**src/rtl/sidg_pkg.sv**
```systemverilog
package sidg_pkg;

  localparam int unsigned QW_SHIFT = 4;

  typedef enum logic {
    ST_IDLE = 1'b0,
    ST_RUN  = 1'b1
  } agen_state_e;

endpackage

```
**src/rtl/sidg_counter.sv**
```systemverilog
module sidg_counter #(
  parameter int unsigned CNT_W = 16
) (
  input  logic             clk,
  input  logic             rst_n,
  input  logic             load,
  input  logic [CNT_W-1:0] total,
  input  logic [CNT_W-1:0] run_len,
  input  logic             adv,
  output logic [CNT_W-1:0] remaining,
  output logic             run_end,
  output logic             last_beat
);

  logic [CNT_W-1:0] rem_q, rem_d;
  logic [CNT_W-1:0] run_left_q, run_left_d;
  logic [CNT_W-1:0] tlen_q, tlen_d;
  logic [CNT_W-1:0] tlen_eff;
  logic [CNT_W-1:0] rem_dec;
  logic             en;

  assign tlen_eff = (run_len == '0) ? total : run_len;
  assign rem_dec  = rem_q - 1'b1;
  assign en       = load | adv;

  always_comb begin
    rem_d      = rem_q;
    run_left_d = run_left_q;
    tlen_d     = tlen_q;
    if (load) begin
      tlen_d     = tlen_eff;
      rem_d      = total;
      run_left_d = (tlen_eff < total) ? tlen_eff : total;
    end else if (adv) begin
      rem_d = rem_dec;
      if (run_left_q == CNT_W'(1)) begin
        run_left_d = (tlen_q < rem_dec) ? tlen_q : rem_dec;
      end else begin
        run_left_d = run_left_q - 1'b1;
      end
    end
  end

  always_ff @(posedge clk or negedge rst_n) begin
    if (!rst_n) begin
      rem_q      <= '0;
      run_left_q <= '0;
      tlen_q     <= '0;
    end else if (en) begin
      rem_q      <= rem_d;
      run_left_q <= run_left_d;
      tlen_q     <= tlen_d;
    end
  end

  assign remaining = rem_q;
  assign run_end   = (run_left_q == CNT_W'(1));
  assign last_beat = (rem_q == CNT_W'(1));

endmodule

```
**src/rtl/sidg_addr_step.sv**
```systemverilog
module sidg_addr_step
  import sidg_pkg::*;
#(
  parameter int unsigned ADDR_W  = 32,
  parameter int unsigned CNT_W   = 16,
  parameter bit          STRIDED = 1'b0
) (
  input  logic              clk,
  input  logic              rst_n,
  input  logic              load,
  input  logic [ADDR_W-1:0] base,
  input  logic              adv,
  input  logic              run_end,
  input  logic [CNT_W-1:0]  skip,
  output logic [ADDR_W-1:0] ptr
);

  localparam logic [ADDR_W-1:0] QW_STEP  = ADDR_W'(1) << QW_SHIFT;
  localparam logic [ADDR_W-1:0] LOW_MASK = QW_STEP - 1'b1;

  logic [ADDR_W-1:0] ptr_q, ptr_d;
  logic [ADDR_W-1:0] incr;
  logic              en;

  generate
    if (STRIDED) begin : g_strided
      logic [CNT_W-1:0] skip_q;
      logic [ADDR_W-1:0] gap_step;

      always_ff @(posedge clk or negedge rst_n) begin
        if (!rst_n) begin
          skip_q <= '0;
        end else if (load) begin
          skip_q <= skip;
        end
      end

      assign gap_step = (ADDR_W'(skip_q) + 1'b1) << QW_SHIFT;
      assign incr     = run_end ? gap_step : QW_STEP;
    end else begin : g_linear
      logic unused_inputs;
      assign unused_inputs = ^{skip, run_end};
      assign incr          = QW_STEP;
    end
  endgenerate

  assign en = load | adv;

  always_comb begin
    if (load) begin
      ptr_d = base & ~LOW_MASK;
    end else begin
      ptr_d = ptr_q + incr;
    end
  end

  always_ff @(posedge clk or negedge rst_n) begin
    if (!rst_n) begin
      ptr_q <= '0;
    end else if (en) begin
      ptr_q <= ptr_d;
    end
  end

  assign ptr = ptr_q;

endmodule

```
**src/rtl/strided_dma_agen.sv**
```systemverilog
module strided_dma_agen
  import sidg_pkg::*;
#(
  parameter int unsigned ADDR_W = 32,
  parameter int unsigned CNT_W  = 16
) (
  input  logic              clk,
  input  logic              rst_n,
  input  logic              start,
  input  logic              dir_to_spr,
  input  logic [CNT_W-1:0]  total_qw,
  input  logic [CNT_W-1:0]  run_qw,
  input  logic [CNT_W-1:0]  skip_qw,
  input  logic [ADDR_W-1:0] spr_base,
  input  logic [ADDR_W-1:0] mem_base,
  input  logic              rdy,
  output logic              valid,
  output logic [ADDR_W-1:0] src_addr,
  output logic [ADDR_W-1:0] dst_addr,
  output logic [CNT_W-1:0]  qw_left,
  output logic              busy,
  output logic              done,
  output logic              irq
);

  agen_state_e state_q, state_d;
  logic        done_q, done_d;
  logic        irq_q, irq_d;
  logic        dir_q;
  logic        load, adv, finish, zero_start;
  logic        run_end, last_beat;
  logic [ADDR_W-1:0] spr_ptr, mem_ptr;

  assign load       = start && (state_q == ST_IDLE);
  assign zero_start = load && (total_qw == '0);
  assign valid      = (state_q == ST_RUN);
  assign adv        = valid && rdy;
  assign finish     = adv && last_beat;

  sidg_counter #(.CNT_W(CNT_W)) u_cnt (
    .clk       (clk),
    .rst_n     (rst_n),
    .load      (load),
    .total     (total_qw),
    .run_len   (run_qw),
    .adv       (adv),
    .remaining (qw_left),
    .run_end   (run_end),
    .last_beat (last_beat)
  );

  sidg_addr_step #(.ADDR_W(ADDR_W), .CNT_W(CNT_W), .STRIDED(1'b0)) u_spr (
    .clk     (clk),
    .rst_n   (rst_n),
    .load    (load),
    .base    (spr_base),
    .adv     (adv),
    .run_end (run_end),
    .skip    (skip_qw),
    .ptr     (spr_ptr)
  );

  sidg_addr_step #(.ADDR_W(ADDR_W), .CNT_W(CNT_W), .STRIDED(1'b1)) u_mem (
    .clk     (clk),
    .rst_n   (rst_n),
    .load    (load),
    .base    (mem_base),
    .adv     (adv),
    .run_end (run_end),
    .skip    (skip_qw),
    .ptr     (mem_ptr)
  );

  always_comb begin
    state_d = state_q;
    done_d  = 1'b0;
    irq_d   = irq_q;
    unique case (state_q)
      ST_IDLE: begin
        if (load) begin
          irq_d = zero_start;
          if (zero_start) begin
            done_d = 1'b1;
          end else begin
            state_d = ST_RUN;
          end
        end
      end
      ST_RUN: begin
        if (finish) begin
          state_d = ST_IDLE;
          done_d  = 1'b1;
          irq_d   = 1'b1;
        end
      end
      default: state_d = ST_IDLE;
    endcase
  end

  always_ff @(posedge clk or negedge rst_n) begin
    if (!rst_n) begin
      state_q <= ST_IDLE;
      done_q  <= 1'b0;
      irq_q   <= 1'b0;
    end else begin
      state_q <= state_d;
      done_q  <= done_d;
      irq_q   <= irq_d;
    end
  end

  always_ff @(posedge clk or negedge rst_n) begin
    if (!rst_n) begin
      dir_q <= 1'b0;
    end else if (load) begin
      dir_q <= dir_to_spr;
    end
  end

  assign src_addr = dir_q ? mem_ptr : spr_ptr;
  assign dst_addr = dir_q ? spr_ptr : mem_ptr;
  assign busy     = (state_q == ST_RUN);
  assign done     = done_q;
  assign irq      = irq_q;

endmodule

```
**config.mk**
```make
export PLATFORM = sky130hd
export DESIGN_NAME = strided_dma_agen
export DESIGN_NICKNAME = d
export VERILOG_FILES = /design/src/rtl/sidg_pkg.sv /design/src/rtl/sidg_counter.sv /design/src/rtl/sidg_addr_step.sv /design/src/rtl/strided_dma_agen.sv
export SDC_FILE = /design/constraint.sdc
export NUM_CORES = 1
export LEC_CHECK = 0
export ABC_AREA = 1
export CAP_MARGIN = 20
export CORE_MARGIN = 5
export CORE_UTILIZATION = 40
export DETAILED_ROUTE_END_ITERATION = 10
export DONT_BUFFER_PORTS = 1
export GPL_TIMING_DRIVEN = 0
export SLEW_MARGIN = 25
export SYNTH_ARGS = -nofsm -noshare
export SYNTH_HDL_FRONTEND = slang
export SYNTH_SLANG_ARGS = --single-unit
```
**constraint.sdc**
```tcl
create_clock -name clk -period 7.4 [get_ports clk]
set_clock_uncertainty 0.1 [all_clocks]
set_input_delay 0.74 -clock clk [delete_from_list [all_inputs] [get_ports clk]]
set_output_delay 0.74 -clock clk [all_outputs]
set_load 0.01 [all_outputs]
```
# Yosys cells after proc, flatten, opt, wreduce, memory -nomap -nowiden
# Cells that the tools add are included.
# word_totals
register_bits	132
in_bits	117
output_inout_bits	84
wordCells	57
# op_classes
add_sub_neg	5
order_cmp	2
n_eq_ne	4
mux	24
n_bitwise	2
reduce_logical	10
# ops
operator	n
32-bit 2-to-1 mux	5
16-bit 2-to-1 mux	8
32-bit adder	1
32-bit by 5-bit adder with 32-bit output (second input constant)	1
16-bit by 1-bit == test with 1-bit output (second input constant)	2
16-bit zero test	2
16-bit less-than comparator	2
16-bit by 1-bit subtractor with 16-bit output (second input constant)	2
16-bit by 1-bit adder with 17-bit output (second input constant)	1
1-bit 2-to-1 mux	8
1-bit one-hot mux with 2 select lines	3
2-bit AND reduction	3
1-bit logical AND	4
2-bit by 1-bit inequality test with 1-bit output (second input constant)	1
2-bit inequality test (second input constant)	1
2-bit nonzero test	1
1-bit NOT	1
1-bit OR	1

# Longest topological paths before layout
# Gate-level depths: netlist (run 1).
# depth
ltp_word	6
mapped_depth	30
ltp_nobuf	30

# Cells and area by module
# A second synthesis (run 1) with hierarchy kept.
# unflattened
cells_unflattened	1778
area_unflattened_um2	11400.9
# by_module_without_submodules
mod	instances	cells_per_inst	area_each_um2	seq_area_each_um2
sidg_counter	1	665	4479.3	1201.2
sidg_addr_step (u_mem)	1	614	3832.4	1101.1
sidg_addr_step (u_spr)	1	288	1978.1	700.7
strided_dma_agen	1	211	1111.1	100.1

# Least setup slack after synthesis (run 1)
# No wires, ideal clock.
# synth_timing
kind	register -> register
from	register u_mem.g_strided.skip_q[0]
to	register u_mem.ptr_q[30] (netlist: u_mem.ptr[30])
setup_time_ns	0.129
arrival_ns	3.033
t_required_ns	7.171
slack_ns	4.138
path_stages_with_launch	29
n_path_buf	0
synth_period_minus_slack_ns	3.262
cell_sequence	dfrtp_1 ha_1 nand2_1 nor2_2 nand2_1 nor2_2 nand2_1 nor2_1 inv_1 nor2_2 nand2_1 nor2_1 inv_1 nor2_2 nand2_1 o21ai_1 a21oi_1 ha_1 nand2_1 nor3_2 nand4_1 nand3_1 and2_1 and3_1 inv_1 nand2_1 nand3_1 nand2_1 o21ai_1
# synth_between
elab_chain_len	4
# synth_rtl
item	line	source
from (decl)	sidg_addr_step.sv:27	logic [CNT_W-1:0] skip_q;
from (signal assigned)	sidg_addr_step.sv:34	skip_q <= skip;
16-bit by 1-bit adder with 17-bit output	sidg_addr_step.sv:38	assign gap_step = (ADDR_W'(skip_q) + 1'b1) << QW_SHIFT;
32-bit 2-to-1 mux	sidg_addr_step.sv:39	assign incr = run_end ? gap_step : QW_STEP;
32-bit adder	sidg_addr_step.sv:53	ptr_d = ptr_q + incr;
32-bit 2-to-1 mux	sidg_addr_step.sv:50	if (load) begin
to (signal assigned)	sidg_addr_step.sv:61	ptr_q <= ptr_d;
to (decl)	sidg_addr_step.sv:21	logic [ADDR_W-1:0] ptr_q, ptr_d;
# Every way passes these cells.
# A chain may end at the register's enable or synchronous reset.

# Worst setup path in the final report (run 1)
# layout_timing
from	register u_cnt.run_left_q[6]
to	register u_mem.ptr_q[28] (netlist: u_mem.ptr[28])
# layout_between
elab_chain_len	4
# layout_rtl
item	line	source
from (decl)	sidg_counter.sv:16	logic [CNT_W-1:0] run_left_q, run_left_d;
from (signal assigned)	sidg_counter.sv:51	run_left_q <= run_left_d;
16-bit by 1-bit == test with 1-bit output	sidg_counter.sv:57	assign run_end = (run_left_q == CNT_W'(1));
32-bit 2-to-1 mux	sidg_addr_step.sv:39	
32-bit adder	sidg_addr_step.sv:53	
32-bit 2-to-1 mux	sidg_addr_step.sv:50	
# Every way passes these cells.

==> metrics, run 1 <==
status=complete, no violations; CTS buffer count=17; largest family of logic cells by synthesized area=simple AND/OR/NAND/NOR gates; post-route ant nets=0; post-CTS sizing=0; fin nets=approximately 1800; flip-flop and latch area=roughly 3100 um^2; Pre-Repair DR Iteration Count=6; Synth Flop Type=dfrtp_1; CP startpoint kind=flop; die area=~30000 um^2; clock tree buffer depth=2; latest clock arrival within the worst-skew pair=between 400 and 500 ps; largest net degree at the start of global routing=roughly 130; IO buf count=0; Synth area leader=dfrtp_1; fill count=2672; final non-filler cell total=slightly below 2000; fin crit period=~4500 ps; multi-input gate area in the final layout=approximately 6100 um^2; cell mode on critical path=nand2_1; CP Class=reg2reg; Core ar.=25330 um^2; Rows=58; critical-path cell list=nor2_1 -> nand2_1 -> nor4_1 -> nand2_1 -> inv_2 -> buf_2 -> buf_2 -> nand2_1 -> a21oi_1 -> ha_1 -> inv_1 -> o21ai_0 -> a21boi_0 -> nand2_1 -> a21oi_1 -> o21bai_1 -> a21oi_1 -> inv_1 -> nand3_1 -> nand3_1 -> nand2_1 -> nand2_1; CTS tree=built; vias in the first global route=~11000; Worst path max stage delay=approximately 460 ps; Post-Synth Adder-Cell Area=0.06596; Leakage=between 5 and 6 nW; post-synthesis mux area share=0; setup_tns=0 ps; final setup violation count=0; Pwr Total=around 4.3 mW; GR Util met2=0.4551; Die Span X=around 170 um; Distinct cells, synth=58; cell count after synthesis=around 1600; initial antenna violation count=4; Hold Crit Class=in2async; Critical-path top delay cell=dfrtp_1; Max-slew headroom=0.3013; Synth area leaders=dfrtp_1, nand2_1, inv_1; Critical Path AT=between 4000 and 5000 ps; root buffer cell=clkbuf_16; share of cells above drive strength 1=0.07789; WL final=approximately 44 mm; Final Hold Viols=0; cell with the most instances after synthesis=nand2_1; Starting Density=0.4090; first-pass GRT wire length=~65 mm; area delta synth->final=10.38%; Final GP Congestion=about 1; clk slew on worst S/H paths=around 60 ps; GRT overflow=0; GRT busiest layer=met2; Avg WL per Cell=between 20 and 25 um; fin crit share=0.6028; Worst-Margin Slew=1048 ps; VDD IR-drop max=0.1578 mV; top cell type's share of synthesized area=0.2996; WP data required=between 7000 and 8000 ps; Ports=approximately 200; Post-synth EDFFs=0; 1st-iter DRT viols=around 1400; max-slew violation count=0; Compound-Gate Fraction of Synth Area=0.1824; crit end category=flop; f_max=224.2 MHz; via count=11100; vias per inst=a little under 6; CTS sink count=124; post-synthesis instance area=10360 um^2; async set-reset flop share out of synthesis=1.000; die height=between 150 and 200 um; FF+latch count, synth=124; H-tree lvl count=4; post-synthesis sequential area ratio=0.2996; dpl hpwl=about 34 mm; drc violations=0; RSZ-0062 raised after global routing=false; placed insts=roughly 1900; PD cells=374.5 nW/um^2; Post-Synth Simple-Gate Area=0.3094; most frequent cells after synthesis=nand2_1, inv_1, nor2_1; GRT Util Overall=0.2965; grt met3 use=0.08318; Synth Area in XOR/XNOR=0.03117; crit-path max FO=10; Syn Area/Cell=around 6.7 um^2; Yosys warnings=0; global-route met1 utilization=0.4123; final core occ=0.4514; Max Cap Viol=0
## layer usage
layer | vias to the layer above | wire length [um]
li1 | 5166 | -
met1 | 5251 | 18770
met4 | 6 | 1099
met3 | 85 | 4895
met5 | - | 37
met2 | 591 | 19020
## where the power goes
part	internal (mW)	switching [mW]	total, mW	leakage, nW
clock	0.546	0.340	0.886	0.281
combinational	0.625	1.45	2.08	3.59
sequential	0.966	0.353	1.32	1.52
## cells by family (layout without fill, tap and decap cells)
kind of cell,count (synthesis),after routing
flip-flops,124,124
adder cells (fa/ha/maj),54,54
AND/OR/NAND/NOR,720,720
other,1,10
AO/OA/AOI/OAI,326,326
buffers and inverters,291,324
XOR/XNOR,36,36
## cell usage in the layout (no fill, tap or decap), types with 9 or more instances in the layout
master,n
clkbuf_1,40
nand4_1,29
inv_1,210
o22ai_1,20
xor2_1,32
nor3_1,17
buf_4,9
nor2_2,17
o21bai_1,16
or2_2,15
nand3_1,104
o221ai_1,13
a21oi_1,91
ha_1,53
dfrtp_1,124
buf_2,17
nand2_1,355
clkbuf_16,17
o21ai_0,124
nor2_1,144
o211ai_1,17
buf_1,10
o21ai_1,15
## repair_timing
item | 4_1_cts | 5_1_grt
endpoints found under the setup margin | 0 | 0
endpoints found under the hold margin | 124 | 0
buffers inserted | 0 | 0
hold buffers | 1 | 0
## metrics by stage
step / setup slack, ps / instance area (um^2) / hold slack [ps]
floorplan: 4138 / 10380 / 344.4
global placement: 3022 / 10800 / 352.9
detailed placement: 3085 / 10800 / 350.5
CTS: 3052 / 11430 / 235.7
global route: 2692 / 11430 / 180.4
finish: 2939 / 11430 / 166.0
## cell type report
class | count | share of cell area
diodes | 2 | 0.0004378
plain buffers | 75 | 0.02977
clock buffers | 21 | 0.04028
clock inverters | 11 | 0.01248
inverters | 216 | 0.07092
multi-input cells | 1144 | 0.5362
flip-flops and latches | 124 | 0.2714
well taps | 330 | 0.03612
repair buffers | 1 | 0.002408
## state kept, by name, indices dropped and copies added, names as in the netlist
signal                  flops
u_cnt.run_left_q           16
u_mem.ptr                  28
u_cnt.remaining            16
u_spr.ptr                  28
u_mem.g_strided.skip_q     16
irq                         1
busy                        1
dir_q                       1
u_cnt.tlen_q               16
done                        1
## critical path, delay by kind of cell (launching register included)
kind | cells | cell delay, ps
flip-flops | 1 | 460
AO/OA/AOI/OAI | 6 | 1440
adder cells (fa/ha/maj) | 1 | 300
buffers and inverters | 5 | 860
AND/OR/NAND/NOR | 10 | 1180
## final timing paths
check                                                      startpoint                                endpoint  slack, ps  cells past startpoint
worst max-delay path                  u_cnt.run_left_q[6]$_DFFE_PN0P_               u_mem.ptr[28]$_DFFE_PN0P_       2940                     22
worst min-delay path                                            rst_n                         irq$_DFFE_PN0P_        170                      1
worst max register to register        u_cnt.run_left_q[6]$_DFFE_PN0P_               u_mem.ptr[28]$_DFFE_PN0P_       2940                     22
worst min register to register  u_mem.g_strided.skip_q[1]$_DFFE_PN0P_   u_mem.g_strided.skip_q[1]$_DFFE_PN0P_        410                      2
max in group asynchronous                                       rst_n  u_mem.g_strided.skip_q[14]$_DFFE_PN0P_       6470                      1
min in group clk                                           skip_qw[2]   u_mem.g_strided.skip_q[2]$_DFFE_PN0P_        320                      2
Note: power is estimated with default switching activity, not from simulation.
==> run 2: changes to the inputs <==
--- a/config.mk
+++ b/config.mk
@@ -5,7 +5,7 @@
 export SDC_FILE = /design/constraint.sdc
 export NUM_CORES = 1
 export LEC_CHECK = 0
-export ABC_AREA = 1
+export ABC_AREA = 0
 export CAP_MARGIN = 20
 export CORE_MARGIN = 5
 export CORE_UTILIZATION = 40
==> constraint.sdc (replaced) <==
create_clock -name clk -period 3.6 [get_ports clk]
set_clock_uncertainty 0.1 [all_clocks]
set_input_delay 0.36 -clock clk [delete_from_list [all_inputs] [get_ports clk]]
set_output_delay 0.36 -clock clk [all_outputs]
set_load 0.01 [all_outputs]
==> run 2 against run 1 <==
Final cell count fell by 20%. Via count fell by 16%. Worst setup slack got worse by 3000 ps. The flow now finishes with violations (setup timing). Clock power rose by 92%. Global-route usage fell by 3.5 points. Largest power group unchanged. Synthesized cell count fell by 29%. Critical path depth fell by 8. Combinational power rose by 140%. Non-clock buffer count rose by 105.
==> metrics, run 2 <==
status=complete, but fails checks; failing checks=setup timing; final setup violation count=4; VDD IR-drop max=between 0.3 and 0.4 mV; Synth area leader=dfrtp_1; WP data required=about 3900 ps; Max Cap Viol=0; fin nets=1417; crit-path max FO=6; vias in the first global route=~9000; P_sw=4.405 mW; cell mode on critical path=buf_4; FF+latch count, synth=124; Distinct cells, synth=70; post-synthesis instance area=about 9200 um^2; async set-reset flop share out of synthesis=1.000; root buffer cell=clkbuf_16; die height=162.0 um; cell count after synthesis=between 1000 and 1500; Rows=55; WP buf/inv=2; FF-to-FF path depth=14; setup_tns=-186.2 ps; WL final=about 36 mm; Worst path max stage delay=approximately 460 ps; Critical Path AT=3910 ps; initial antenna violation count=1; most frequent cells after synthesis=nand2_1, dfrtp_1, o21ai_0; Post-synth EDFFs=0; Critical-path top delay cell=or4_4; Yosys warnings=0; Starting Density=0.4072; via count=just over 9000; Die Span X=around 160 um; max-slew violation count=0; Avg WL per Cell=between 20 and 25 um; 1st-iter DRT viols=842; Hold Crit Class=in2reg; CTS buffer count=17; PD cells=approximately 810 nW/um^2; Worst-Margin Slew=around 1100 ps; dpl hpwl=25.58 mm; Ports=between 200 and 250; Pwr Total=approximately 9.7 mW; diode count=0; Final GP Congestion=between 0.9 and 1; IO buf count=0; part of the power in the clock network=0.175; clk slew on worst S/H paths=roughly 50 ps; post-synthesis sequential area ratio=0.3356; vias per inst=slightly above 6; Pre-Repair DR Iteration Count=5; Max-slew headroom=0.2700; hold_sp=mem_base[5]; Leakage=roughly 5.0 nW; GRT overflow=0; top cell type's share of synthesized area=0.3356; Pint=roughly 5.3 mW; combinational group share of total power=0.511; drc violations=0; first-pass GRT wire length=between 50 and 60 mm; latest clock arrival within the worst-skew pair=between 400 and 500 ps; RR Startpoint=u_cnt.run_left_q[10]$_DFFE_PN0P_; cell with the most instances after synthesis=nand2_1; CTS sink count=between 100 and 150; RSZ-0062 raised after global routing=true; clock tree buffer depth=2; critical-path cell list=or2_1 -> or4_4 -> or3_4 -> buf_4 -> nor2_4 -> ha_4 -> nor2b_4 -> o211ai_1 -> buf_4 -> a31oi_4 -> a41o_1 -> o21ai_2 -> mux2_4 -> o21ai_1; crit end category=flop; Hold EP=u_mem.ptr[5]$_DFFE_PN0P_; FF-to-FF setup slack=-70 ps; hold path depth=2; fin crit period=3666 ps; Synth area leaders=dfrtp_1, ha_1, mux2_2; H-tree lvl count=4; slack of the critical path=-66.48 ps; placed insts=~1400; Syn Area/Cell=around 8.4 um^2; leading cell type in the layout, fill and taps excluded=nand2_1; area delta synth->final=30.43%; Synth Flop Type=dfrtp_1; CP Class=reg2reg; die area=between 20000 and 30000 um^2; f_max=roughly 270 MHz; CTS tree=built; largest net degree at the start of global routing=125; Core ar.=about 23000 um^2; final non-filler cell total=1543; placed inst area=slightly below 10000 um^2; CP startpoint kind=flop; Final Hold Viols=0; share of cells above drive strength 1=0.2146; GRT Util Overall=0.2612; most frequent cells in the layout=nand2_1, dfrtp_1, o21ai_0, dlygate4sd3_1, nor2_1; Sequential Power Share=0.314; post-route ant nets=0; kind of cell adding the most delay to the critical path=simple AND/OR/NAND/NOR gates; post-route cell area=12060 um^2; fin crit share=1.018; Sw Ratio=0.4536; RR Endpoint=u_mem.ptr[20]$_DFFE_PN0P_
run 2: per-layer routing:
metal  routed length, um  track usage  vias up
li1                    -            -     4267
met1               14830       0.3309     4506
met2               16610       0.4180      467
met3                3279      0.07815       78
met4                1209       0.1065        2
met5                  20            0        -
run 2: repair_timing:
| item | CTS | global route |
|---|---|---|
| hold buffers | 73 | 0 |
| buffers inserted | 30 | 20 |
| resized for setup | 84 | 88 |
| endpoints found under the setup margin | 36 | 35 |
| pin swaps | 24 | 31 |
| gates cloned | 1 | 0 |
| hold endpoints to repair | 195 | 0 |
run 2: area by class of cell:
type	instances	area [um^2]
flip-flops and latches	124	3115
fillers	2100	10650
clock inverters	7	88.84
inverters	47	176.4
well taps	285	356.6
clock buffers	24	481.7
repair buffers	124	1166
plain buffers	57	287.8
multi-input cells	875	6387
run 2: per-stage QoR:
| stage | util | hold WS (ps) | setup slack [ps] |
|---|---|---|---|
| after detailed placement | 0.4245 | -28.66 | -1112 |
| final | 0.5311 | 7.452 | -66.48 |
| after floorplan | - | -35.59 | -16.51 |
| after global routing | 0.5311 | 8.188 | -206.2 |
| after global placement | 0.4245 | -28.42 | -1178 |
| after CTS | 0.5089 | 0.9250 | -27.18 |
run 2: cell families (layout without fill, tap and decap cells):
group / count (synthesis) / after routing / synth area share
AOI/OAI and AO/OA: 298 / 298 / 0.2042
DFF: 124 / 124 / 0.3356
and+or+nand+nor: 385 / 385 / 0.1965
muxes: 75 / 75 / 0.08904
xor gates and xnor gates: 55 / 55 / 0.05210
buffers and inverters: 106 / 259 / 0.04831
adders and majority gates: 54 / 54 / 0.07388
other: 1 / 8 / 0.0004056
run 2: worst max-delay path by stage:
stage,end,startpoint,cells after the start
2_1_floorplan,u_mem.ptr[31]$_DFFE_PN0P_,u_cnt.run_left_q[10]$_DFFE_PN0P_,14
3_3_place_gp,u_cnt.run_left_q[8]$_DFFE_PN0P_,u_cnt.remaining[4]$_DFFE_PN0P_,13
3_5_place_dp,u_cnt.run_left_q[8]$_DFFE_PN0P_,u_cnt.remaining[4]$_DFFE_PN0P_,13
4_1_cts,u_mem.ptr[28]$_DFFE_PN0P_,u_cnt.run_left_q[10]$_DFFE_PN0P_,13
5_1_grt,u_mem.ptr[24]$_DFFE_PN0P_,u_cnt.run_left_q[10]$_DFFE_PN0P_,14
6_report,u_mem.ptr[20]$_DFFE_PN0P_,u_cnt.run_left_q[10]$_DFFE_PN0P_,14
run 2: power groups by stage:
stage | clock (mW) | sequential (mW) | combinational (mW)
2_1_floorplan | 0 | 2.63 | 3.05
3_3_place_gp | 0 | 2.93 | 3.88
3_5_place_dp | 0 | 2.95 | 3.92
4_1_cts | 1.72 | 2.97 | 4.47
5_1_grt | 1.77 | 3.13 | 5.35
6_report | 1.70 | 3.05 | 4.96
==> run 3: changes to the inputs <==
--- a/config.mk
+++ b/config.mk
@@ -7,8 +7,8 @@
 export LEC_CHECK = 0
 export ABC_AREA = 0
 export CAP_MARGIN = 20
-export CORE_MARGIN = 5
 export CORE_UTILIZATION = 40
+export CTS_BUF_LIST = sky130_fd_sc_hd__clkbuf_8
 export DETAILED_ROUTE_END_ITERATION = 10
 export DONT_BUFFER_PORTS = 1
 export GPL_TIMING_DRIVEN = 0
==> run 3 against run 2 <==
The run still ends with setup timing left. Power is 1.6% lower. Register-to-register slack worse by 30 ps. Critical path depth is 1 lower. Final cell count up 1.5%. Final area increased by 1.5%. First-iteration DRC count shrank 1.8%. Combinational power is 5.4% higher. Via count up 1.5%. Flip-flop and latch count did not move. Utilization rose by 0.95 points. Maximum frequency fell by 0.94%. Largest cell class unchanged. Highest routed layer is now met4.
==> metrics, run 3 (same netlist as run 2, synthesis figures left out) <==
max-slew violation count=0; fin crit share=1.028; WL final=roughly 36 mm; placed insts=between 1000 and 1500; Pre-Repair DR Iteration Count=5; Ports=between 200 and 250; clk slew on worst S/H paths=70 ps; clock tree buffer depth=2; diode count=0; final core occ=0.5405; placed inst area=~9600 um^2; CP Class=reg2reg; CP startpoint kind=flop; Critical Path AT=3990 ps; fill count=just over 2000; global-route met1 utilization=0.3821; die area=23730 um^2; share of cells above drive strength 1=0.2272; CTS tree=built; fin nets=1441; failing checks=setup timing; latest clock arrival within the worst-skew pair=roughly 480 ps; Core ar.=~23000 um^2; vias per inst=about 6.0; grt met3 use=0.05862; IO buf count=0; 1st-iter DRT viols=827; CTS buffer count=17; Pwr Total=about 9.6 mW; Worst-Margin Slew=roughly 1000 ps; RSZ-0062 raised after global routing=true; Rows=55; Max-slew headroom=0.3285; Hold Crit Class=in2reg; drc violations=0; vias in the first global route=approximately 8900; leading cell type in the layout, fill and taps excluded=nand2_1; Starting Density=0.4084; FF-to-FF setup slack=-100 ps; crit-path max FO=5; H-tree lvl count=4; flip-flop and latch area=~3100 um^2; GRT Util Overall=0.2947; Final Hold Viols=0; f_max=270.2 MHz; GRT busiest layer=met2; Hold EP=u_mem.ptr[30]$_DFFE_PN0P_; Hold WS=around 9.4 ps; initial antenna violation count=0; status=complete, but fails checks; RR Endpoint=u_mem.ptr[24]$_DFFE_PN0P_; setup_tns=-101.2 ps; multi-input gate area in the final layout=about 6500 um^2; crit end category=flop; Leakage=roughly 5.0 nW; area delta synth->final=32.35%; post-route ant nets=0; post-route cell area=about 12000 um^2; via count=approximately 9500; CTS sink count=roughly 120; FF-to-FF path depth=13; fin crit period=~3700 ps; hold_sp=mem_base[30]; first-pass GRT wire length=about 53 mm; Die Span X=around 150 um; dpl hpwl=24.91 mm; most frequent cells in the layout=nand2_1, dfrtp_1, dlygate4sd3_1, o21ai_0, nor2_1; Final GP Congestion=approximately 0.90; Avg WL per Cell=about 23 um; largest net degree at the start of global routing=around 130; WP data required=between 3000 and 4000 ps; final setup violation count=1; GRT overflow=0; PD cells=slightly below 800 nW/um^2; GR Util met2=0.4760; root buffer cell=clkbuf_8; hold path depth=2; Max Cap Viol=0; DP Worst Slack=-1249 ps; VDD IR-drop max=roughly 0.26 mV; die height=between 150 and 200 um; final non-filler cell total=between 1500 and 2000; RR Startpoint=u_cnt.run_left_q[11]$_DFFE_PN0P_; slack of the critical path=-101.2 ps
==> run 3: cell types whose count changed in the layout (fill, tap and decap cells not counted), sizes merged <==
| cell | before | now |
|---|---|---|
| inv | 47 | 49 |
| clkbuf | 50 | 48 |
| dlygate4sd3 | 72 | 87 |
| clkinvlp | 0 | 2 |
| clkinv | 5 | 2 |
| buf | 83 | 92 |
==> run 3: timing repair <==
item	CTS	global route
hold buffers	88	0
resized for setup	100	103
setup endpoints to repair	36	34
pin swaps	38	53
endpoints found under the hold margin	210	0
setup buffers	33	25
cloned	1	1
==> run 3: cell type report <==
cell class              count  area share
inverters                  47     0.01442
flip-flops and latches    124      0.2548
clock buffers              22     0.02474
repair buffers            148      0.1133
plain buffers              57     0.02382
multi-input cells         875      0.5323
well taps                 285     0.02914
clock inverters             8    0.007566
==> run 3: critical path, stage by stage, from the launching register on <==
cell and delay [ps]:
dfrtp_1 390, or2_1 250, or4_4 460, or3_4 440, buf_8 180, nor2_4 130, ha_4 190, o211ai_1 100
buf_4 160, a31oi_4 260, a21bo_4 240, a21oi_4 90, or4_1 420, a31oi_1 200
==> run 3: worst max path at each step <==
stage                                           from                              end  cells after the start
floorplan           u_cnt.run_left_q[10]$_DFFE_PN0P_        u_mem.ptr[31]$_DFFE_PN0P_                     14
detailed placement    u_cnt.remaining[4]$_DFFE_PN0P_  u_cnt.run_left_q[8]$_DFFE_PN0P_                     13
global route         u_cnt.run_left_q[6]$_DFFE_PN0P_        u_mem.ptr[24]$_DFFE_PN0P_                     12
CTS                 u_cnt.run_left_q[11]$_DFFE_PN0P_        u_mem.ptr[25]$_DFFE_PN0P_                     13
finish              u_cnt.run_left_q[11]$_DFFE_PN0P_        u_mem.ptr[24]$_DFFE_PN0P_                     13
global placement      u_cnt.remaining[4]$_DFFE_PN0P_  u_cnt.run_left_q[8]$_DFFE_PN0P_                     13
==> run 3: per-layer routing <==
layer	vias up	share of wire
li1	4303	-
met1	4604	0.42
met2	470	0.46
met3	86	0.082
met4	0	0.037
met5	-	0
==> run 3: power breakdown <==
part	switching (mW)	total (mW)	internal, mW
registers	1.02	3.05	2.03
clock network	0.586	1.28	0.692
logic	2.83	5.23	2.40
total	4.44	9.56	5.12
